## src/rtl/refdiv_pkg.sv

```systemverilog
package refdiv_pkg;

    localparam int EN_BIT     = 0;
    localparam int DOMRST_BIT = 1;
    localparam int LOAD_BIT   = 2;
    localparam int FIELD_LSB  = 4;
    localparam int FLAG_MAIN  = 31;
    localparam int FLAG_ALT   = 27;

    typedef struct packed {
        logic enable;
        logic dom_reset;
        logic load;
    } ctl_flags_t;

    function automatic ctl_flags_t decode_flags(logic [31:0] w);
        ctl_flags_t f;
        f.enable    = w[EN_BIT];
        f.dom_reset = w[DOMRST_BIT];
        f.load      = w[LOAD_BIT];
        return f;
    endfunction

    // Replace codes the small-divisor-less variant cannot produce.
    function automatic logic [31:0] remap_code(logic [31:0] c, bit skip_small);
        logic [31:0] r;
        r = c;
        if (skip_small) begin
            if (c == 32'd1 || c == 32'd2) r = 32'd0;
            else if (c == 32'd3)          r = 32'd4;
        end
        return r;
    endfunction

endpackage

```

## src/rtl/refdiv_regs.sv

```systemverilog
module refdiv_regs
    import refdiv_pkg::*;
#(
    parameter int DIV_W      = 6,
    parameter bit GATED      = 1'b1,
    parameter bit SKIP_SMALL = 1'b0
) (
    input  logic             clk,
    input  logic             rst,
    input  logic             wr_en,
    input  logic [31:0]      wr_data,
    input  logic             settled,
    output logic [DIV_W-1:0] code_q,
    output logic [DIV_W-1:0] code_next,
    output logic             en_q,
    output logic             load_p,
    output logic             dom_req
);
    ctl_flags_t  flags;
    logic [31:0] mapped;

    always_comb begin
        flags     = decode_flags(wr_data);
        mapped    = remap_code({{(32-DIV_W){1'b0}}, wr_data[FIELD_LSB +: DIV_W]}, SKIP_SMALL);
        code_next = mapped[DIV_W-1:0];
        load_p    = wr_en && flags.load;
        dom_req   = wr_en && flags.dom_reset;
    end

    always_ff @(posedge clk) begin
        if (rst)        code_q <= '0;
        else if (wr_en) code_q <= code_next;
    end

    generate
        if (GATED) begin : g_gate
            always_ff @(posedge clk) begin
                if (rst)                     en_q <= 1'b0;
                else if (load_p)             en_q <= 1'b0;
                else if (wr_en && settled)   en_q <= flags.enable;
            end
        end else begin : g_free
            assign en_q = 1'b1;
        end
    endgenerate
endmodule

```

## src/rtl/refdiv_gen.sv

```systemverilog
module refdiv_gen #(
    parameter int DIV_W = 6
) (
    input  logic             clk,
    input  logic             rst,
    input  logic             en,
    input  logic             load,
    input  logic [DIV_W-1:0] new_code,
    output logic             clk_out
);
    logic [DIV_W-1:0] active_q, cnt_q, cnt_nx;
    logic [DIV_W-1:0] eff_act, eff_new;
    logic             phase_q, bypass;

    always_comb begin
        eff_act = (active_q == '0) ? DIV_W'(1) : active_q;
        eff_new = (new_code == '0) ? DIV_W'(1) : new_code;
        cnt_nx  = (cnt_q >= eff_act - DIV_W'(1)) ? '0 : cnt_q + DIV_W'(1);
        bypass  = (eff_act == DIV_W'(1));
    end

    always_ff @(posedge clk) begin
        if (rst) begin
            active_q <= '0;
            cnt_q    <= '0;
            phase_q  <= 1'b0;
        end else if (load) begin
            active_q <= new_code;
            cnt_q    <= '0;
            phase_q  <= ((eff_new >> 1) != '0);
        end else begin
            cnt_q    <= cnt_nx;
            phase_q  <= (cnt_nx < (eff_act >> 1));
        end
    end

    assign clk_out = bypass ? (clk & en) : (phase_q & en);
endmodule

```

## src/rtl/refdiv_settle.sv

```systemverilog
module refdiv_settle #(
    parameter int DIV_W = 6
) (
    input  logic             clk,
    input  logic             rst,
    input  logic             load,
    input  logic [DIV_W-1:0] new_code,
    output logic             settled
);
    localparam int CW = DIV_W + 2;
    logic [CW-1:0] cnt_q, window;

    always_comb begin
        window = (new_code == '0) ? CW'(4) : ({2'b00, new_code} << 2);
    end

    always_ff @(posedge clk) begin
        if (rst) begin
            cnt_q   <= '0;
            settled <= 1'b1;
        end else if (load) begin
            cnt_q   <= window - CW'(1);
            settled <= 1'b0;
        end else if (!settled) begin
            if (cnt_q == '0) settled <= 1'b1;
            else             cnt_q   <= cnt_q - CW'(1);
        end
    end
endmodule

```

## src/rtl/refdiv_rstpulse.sv

```systemverilog
module refdiv_rstpulse #(
    parameter int CYCLES = 100
) (
    input  logic clk,
    input  logic rst,
    input  logic req,
    output logic pulse
);
    localparam int CW = $clog2(CYCLES + 1);
    logic [CW-1:0] cnt_q;

    always_ff @(posedge clk) begin
        if (rst)                    cnt_q <= '0;
        else if (req && cnt_q == '0) cnt_q <= CW'(CYCLES);
        else if (cnt_q != '0)       cnt_q <= cnt_q - CW'(1);
    end

    assign pulse = (cnt_q != '0);
endmodule

```

## src/rtl/refdiv_ctrl.sv

```systemverilog
module refdiv_ctrl
    import refdiv_pkg::*;
#(
    parameter int DIV_W      = 6,
    parameter bit GATED      = 1'b1,
    parameter bit SKIP_SMALL = 1'b0,
    parameter bit LOCK_ALT   = 1'b0,
    parameter int REF_MHZ    = 100
) (
    input  logic        clk,
    input  logic        rst,
    input  logic        wr_en,
    input  logic [31:0] wr_data,
    output logic [31:0] rd_data,
    output logic        div_clk_o,
    output logic        dom_rst_o
);
    localparam int FLAG_POS = LOCK_ALT ? FLAG_ALT : FLAG_MAIN;

    logic [DIV_W-1:0] code_q, code_next;
    logic             en_q, load_p, dom_req, settled;

    refdiv_regs #(.DIV_W(DIV_W), .GATED(GATED), .SKIP_SMALL(SKIP_SMALL)) u_regs (
        .clk(clk), .rst(rst), .wr_en(wr_en), .wr_data(wr_data), .settled(settled),
        .code_q(code_q), .code_next(code_next), .en_q(en_q),
        .load_p(load_p), .dom_req(dom_req)
    );

    refdiv_gen #(.DIV_W(DIV_W)) u_gen (
        .clk(clk), .rst(rst), .en(en_q), .load(load_p),
        .new_code(code_next), .clk_out(div_clk_o)
    );

    refdiv_settle #(.DIV_W(DIV_W)) u_settle (
        .clk(clk), .rst(rst), .load(load_p),
        .new_code(code_next), .settled(settled)
    );

    refdiv_rstpulse #(.CYCLES(REF_MHZ)) u_pulse (
        .clk(clk), .rst(rst), .req(dom_req), .pulse(dom_rst_o)
    );

    always_comb begin
        rd_data                      = '0;
        rd_data[EN_BIT]              = GATED ? en_q : 1'b0;
        rd_data[DOMRST_BIT]          = dom_rst_o;
        rd_data[FIELD_LSB +: DIV_W]  = code_q;
        rd_data[FLAG_POS]            = settled;
    end
endmodule

```

## config.mk

```make
export PLATFORM = sky130hd
export DESIGN_NAME = refdiv_ctrl
export DESIGN_NICKNAME = d
export VERILOG_FILES = /design/src/rtl/refdiv_pkg.sv /design/src/rtl/refdiv_regs.sv /design/src/rtl/refdiv_gen.sv /design/src/rtl/refdiv_settle.sv /design/src/rtl/refdiv_rstpulse.sv /design/src/rtl/refdiv_ctrl.sv
export SDC_FILE = /design/constraint.sdc
export NUM_CORES = 1
export LEC_CHECK = 0
export ABC_CLOCK_PERIOD_IN_PS = 4950
export BUFFER_PORTS_ARGS = -buffer_cell sky130_fd_sc_hd__buf_4
export CAP_MARGIN = 15
export CORE_ASPECT_RATIO = 1.1
export CORE_UTILIZATION = 35
export DETAILED_ROUTE_END_ITERATION = 10
export SETUP_SLACK_MARGIN = 0.5
export SYNTH_ARGS = -nofsm -noshare
export SYNTH_HDL_FRONTEND = slang
export SYNTH_HIERARCHICAL = 1
export SYNTH_SLANG_ARGS = --single-unit
export TNS_END_PERCENT = 20
```

## constraint.sdc

```tcl
create_clock -name clk -period 4.95 [get_ports clk]
set_clock_uncertainty 0.2 [all_clocks]
set_input_delay 0.2475 -clock clk [delete_from_list [all_inputs] [get_ports clk]]
set_output_delay 0.2475 -clock clk [all_outputs]
set_load 0.01 [all_outputs]
```

Yosys cells after proc, flatten, opt, wreduce, memory -nomap -nowiden
Index checks and enable logic that the tools add are counted.

$add $sub $neg: 5. $lt $le $gt $ge: 2. Eq/ne operators: 3. Mux-type cells: 14. Bitwise gates (word level): 2. Reductions and logical operators: 14.

Operator list (count): $mux W8 (4); $mux W6 (3); $sub A8 B1 Y8 const B (2); $mux W7 (2); $logic_not A6 Y1 (2); $logic_not A8 Y1 (1); $logic_not A7 Y1 (1); $reduce_bool A7 Y1 (1); $sub A7 B1 Y7 const B (1); $add A6 B1 Y6 const B (1); $eq A6 B1 Y1 const B (1); $ge A6 B6 Y1 (1); $lt A6 B5 Y1 (1); $reduce_bool A6 Y1 (1); $sub A6 B1 Y6 const B (1); $mux W1 (5); $logic_and A1 B1 Y1 (4); $ne A2 B2 Y1 const B (2); $reduce_or A2 Y1 (2); $and A1 B1 Y1 (2); $reduce_and A2 Y1 (1); $reduce_bool A2 Y1 (1).

Register bits after elaboration: 36. Input port bits: 35. Output and inout port bits: 34. Logic and storage cells: 49.

Longest topological paths before layout
Depth after elaboration: 7. Depth in mapped cells: 16. Mapped depth without buffers: 16.

Cells and area by module
Netlist, hierarchy kept.

Modules (own cells, without submodules): refdiv_gen (times used 1, cells an instance 105, area each 884.6 um^2, sequential area each 260.2 um^2); refdiv_settle (times used 1, cells an instance 70, area each 610.6 um^2, sequential area each 180.2 um^2); refdiv_rstpulse (times used 1, cells an instance 43, area each 381.6 um^2, sequential area each 140.1 um^2); refdiv_regs (times used 1, cells an instance 33, area each 327.8 um^2, sequential area each 140.1 um^2); refdiv_ctrl (times used 1, cells an instance 27, area each 198.9 um^2, sequential area each 0.0 um^2).

==> metrics.txt <==
status complete, no violations; max-cap viol count 0; DR WL/cell 12.4 µm; design area 2720 µm²; Post-Layout Cell Count 385; CP max FO 6; Peak VDD IR 0.165 mV; Core ar. 6590 µm²; element type at the critical path end flop; largest net degree at the start of global routing 35; fin crit period 3820 ps; Post-Syn Area 2400 µm²; Worst setup SP type flop; antenna cells 0; Yosys top cell area share 30.0%; Fin. Hold Viols 0; Tot Pwr 1.11 mW; Static Leak 1.17 nW; initial DRC count 42; Final ANT Viol Nets 0; register area share after synthesis 30.0%; Post-synth EDFFs 0; Post-Syn Instances 278; Cell Pwr Density 409 nW/µm²; # Post-CTS Setup Buffers 0; Initial Utilization 36.5%; post-synth top area cell dfxtp_1; num ports 69; critical path arrival 3900 ps; ys flop type dfxtp_1; synth-to-layout area growth 13.1%; first-pass GRT wire length 7.98 mm; total global routing track utilization 14.7%; measured slew at the worst slew-check pin 529 ps; initial antenna violation count 0; most frequent cells in the layout 36 x dfxtp_1, 34 x nor2_1, 23 x conb_1; fraction of layout cells with a size suffix above 1 16.5%; Clock transition at path regs 80 ps; Synth cell types 57; most common cell after layout, fill and taps aside dfxtp_1; kind of path behind the tightest hold check input pin to flop; Placer Congestion 0.761; placed cell count 365; worst path required time 5030 ps; TNS Setup 0 ps; Die Wd 81.0 µm; Max Slew Vio Count 0; Final HPWL DP 3.42 mm; wire length after detailed routing 4.79 mm; Vert. Die Dim 88.9 µm; Async SR Flop Fraction 0%; via/cell ratio 4.94; via count 1,900; Rel. slew slack 64.7%; die area 7200 µm²; syn avg cell area 8.65 µm²; FP Rows 31; RSZ-0062 raised after global routing no; Cell Area, Placed 2480 µm²; Clock Latency Late Sink 400 ps; vias in the first global route 1,772; fin crit share 77.1%; worst setup path class flop to flop; final-report setup violation count 0; FF+latch count, synth 36; grt ovf 0; Pre-antenna DRT Iters 4; Yosys warnings 6; CTS tree done; DR DRC count 0; synth top area cells dfxtp_1 30%, buf_4 10%, ha_1 8.3%, mux2i_1 7.9%, nor2_1 5.3%; worst hold slack 31.5 ps; fin nets 353; fmax 0.262 GHz; I/O Buffers 22
## path summary, 6_finish.rpt
check / from / depth (start not counted) / slack (ps) / end
max reg2reg: u_gen/active_q[2] / 16 / 1130 / u_gen/phase_q
min: rst / 2 / 30 / u_regs/code_q[5]
max: u_gen/active_q[2] / 16 / 1130 / u_gen/phase_q
min reg2reg: u_settle/cnt_q[7] / 2 / 280 / u_settle/cnt_q[7]
## critical path: stages, from the launching register on
cell and delay [ps]:
dfxtp_1 370, or4_4 560, nor2_1 90, or2_2 120, inv_1 50, ha_1 200
nand2_1 80, xnor2_1 80, ha_1 300, nand4_1 100, o211ai_1 360, nor2_1 100
ha_1 300, and3_1 180, o21ai_0 90, and3_1 150, a221o_1 370
## power by group
group | switching [mW] | internal [mW] | leakage (nW)
Sequential | 0.0489 | 0.336 | 0.296
Combinational | 0.203 | 0.192 | 0.790
Clock | 0.127 | 0.204 | 0.0874
## cell usage after synthesis, types with 5 or more instances
cell     number
a21oi_1      13
buf_4        32
dfxtp_1      36
ha_1         16
inv_1        13
mux2i_1      19
nand2_1       8
nand3_1       8
nor2_1       34
nor2b_1       5
nor3_1        8
xnor2_1       6
## cell type report
type	instances	area, µm²
clock buffer	9	118
timing repair buffer	30	248
tap	82	103
sequential	36	721
clock inverter	3	42.5
inverter	14	52.6
fill	651	3870
multi-input combinational	211	1440
## stage by stage
stage               setup slack (ps)  util (%)
floorplan                       1460         -
global placement                1180      37.6
detailed placement              1150      37.6
CTS                             1130      41.2
global route                     883      41.2
finish                          1130      41.2
## cells by family (layout without fill, tap and decap cells)
| group | Yosys count | in the layout | synth area share, % |
|---|---|---|---|
| AOI/OAI and AO/OA | 43 | 43 | 12.9 |
| xor gates and xnor gates | 10 | 10 | 3.64 |
| adders and majority gates | 16 | 16 | 8.33 |
| buffers and inverters | 53 | 56 | 13.7 |
| DFF | 36 | 36 | 30.0 |
| muxes | 20 | 20 | 8.38 |
| other | 1 | 23 | 0.156 |
| and+or+nand+nor | 99 | 99 | 22.9 |
## sequential cells by signal, summed over array words and instances (netlist names)
register,count
u_settle/cnt_q,8
u_gen/cnt_q,6
u_gen/phase_q,1
u_regs/code_q,6
u_gen/active_q,6
u_pulse/cnt_q,7
u_regs/en_q,1
u_settle/settled,1
## routing by layer
layer	global-route usage (%)	vias to the layer above	share of wire, %
li1	-	976	-
met1	16.6	866	45
met2	25.0	50	49
met3	3.88	8	3.7
met4	8.60	0	2.2
met5	0	-	0
## repair_timing
| item | CTS | global route |
|---|---|---|
| hold buffers | 9 | 0 |
| endpoints found under the hold margin | 14 | 0 |
| resized for setup | 0 | 0 |
Note: power is estimated with default switching activity, not from simulation.
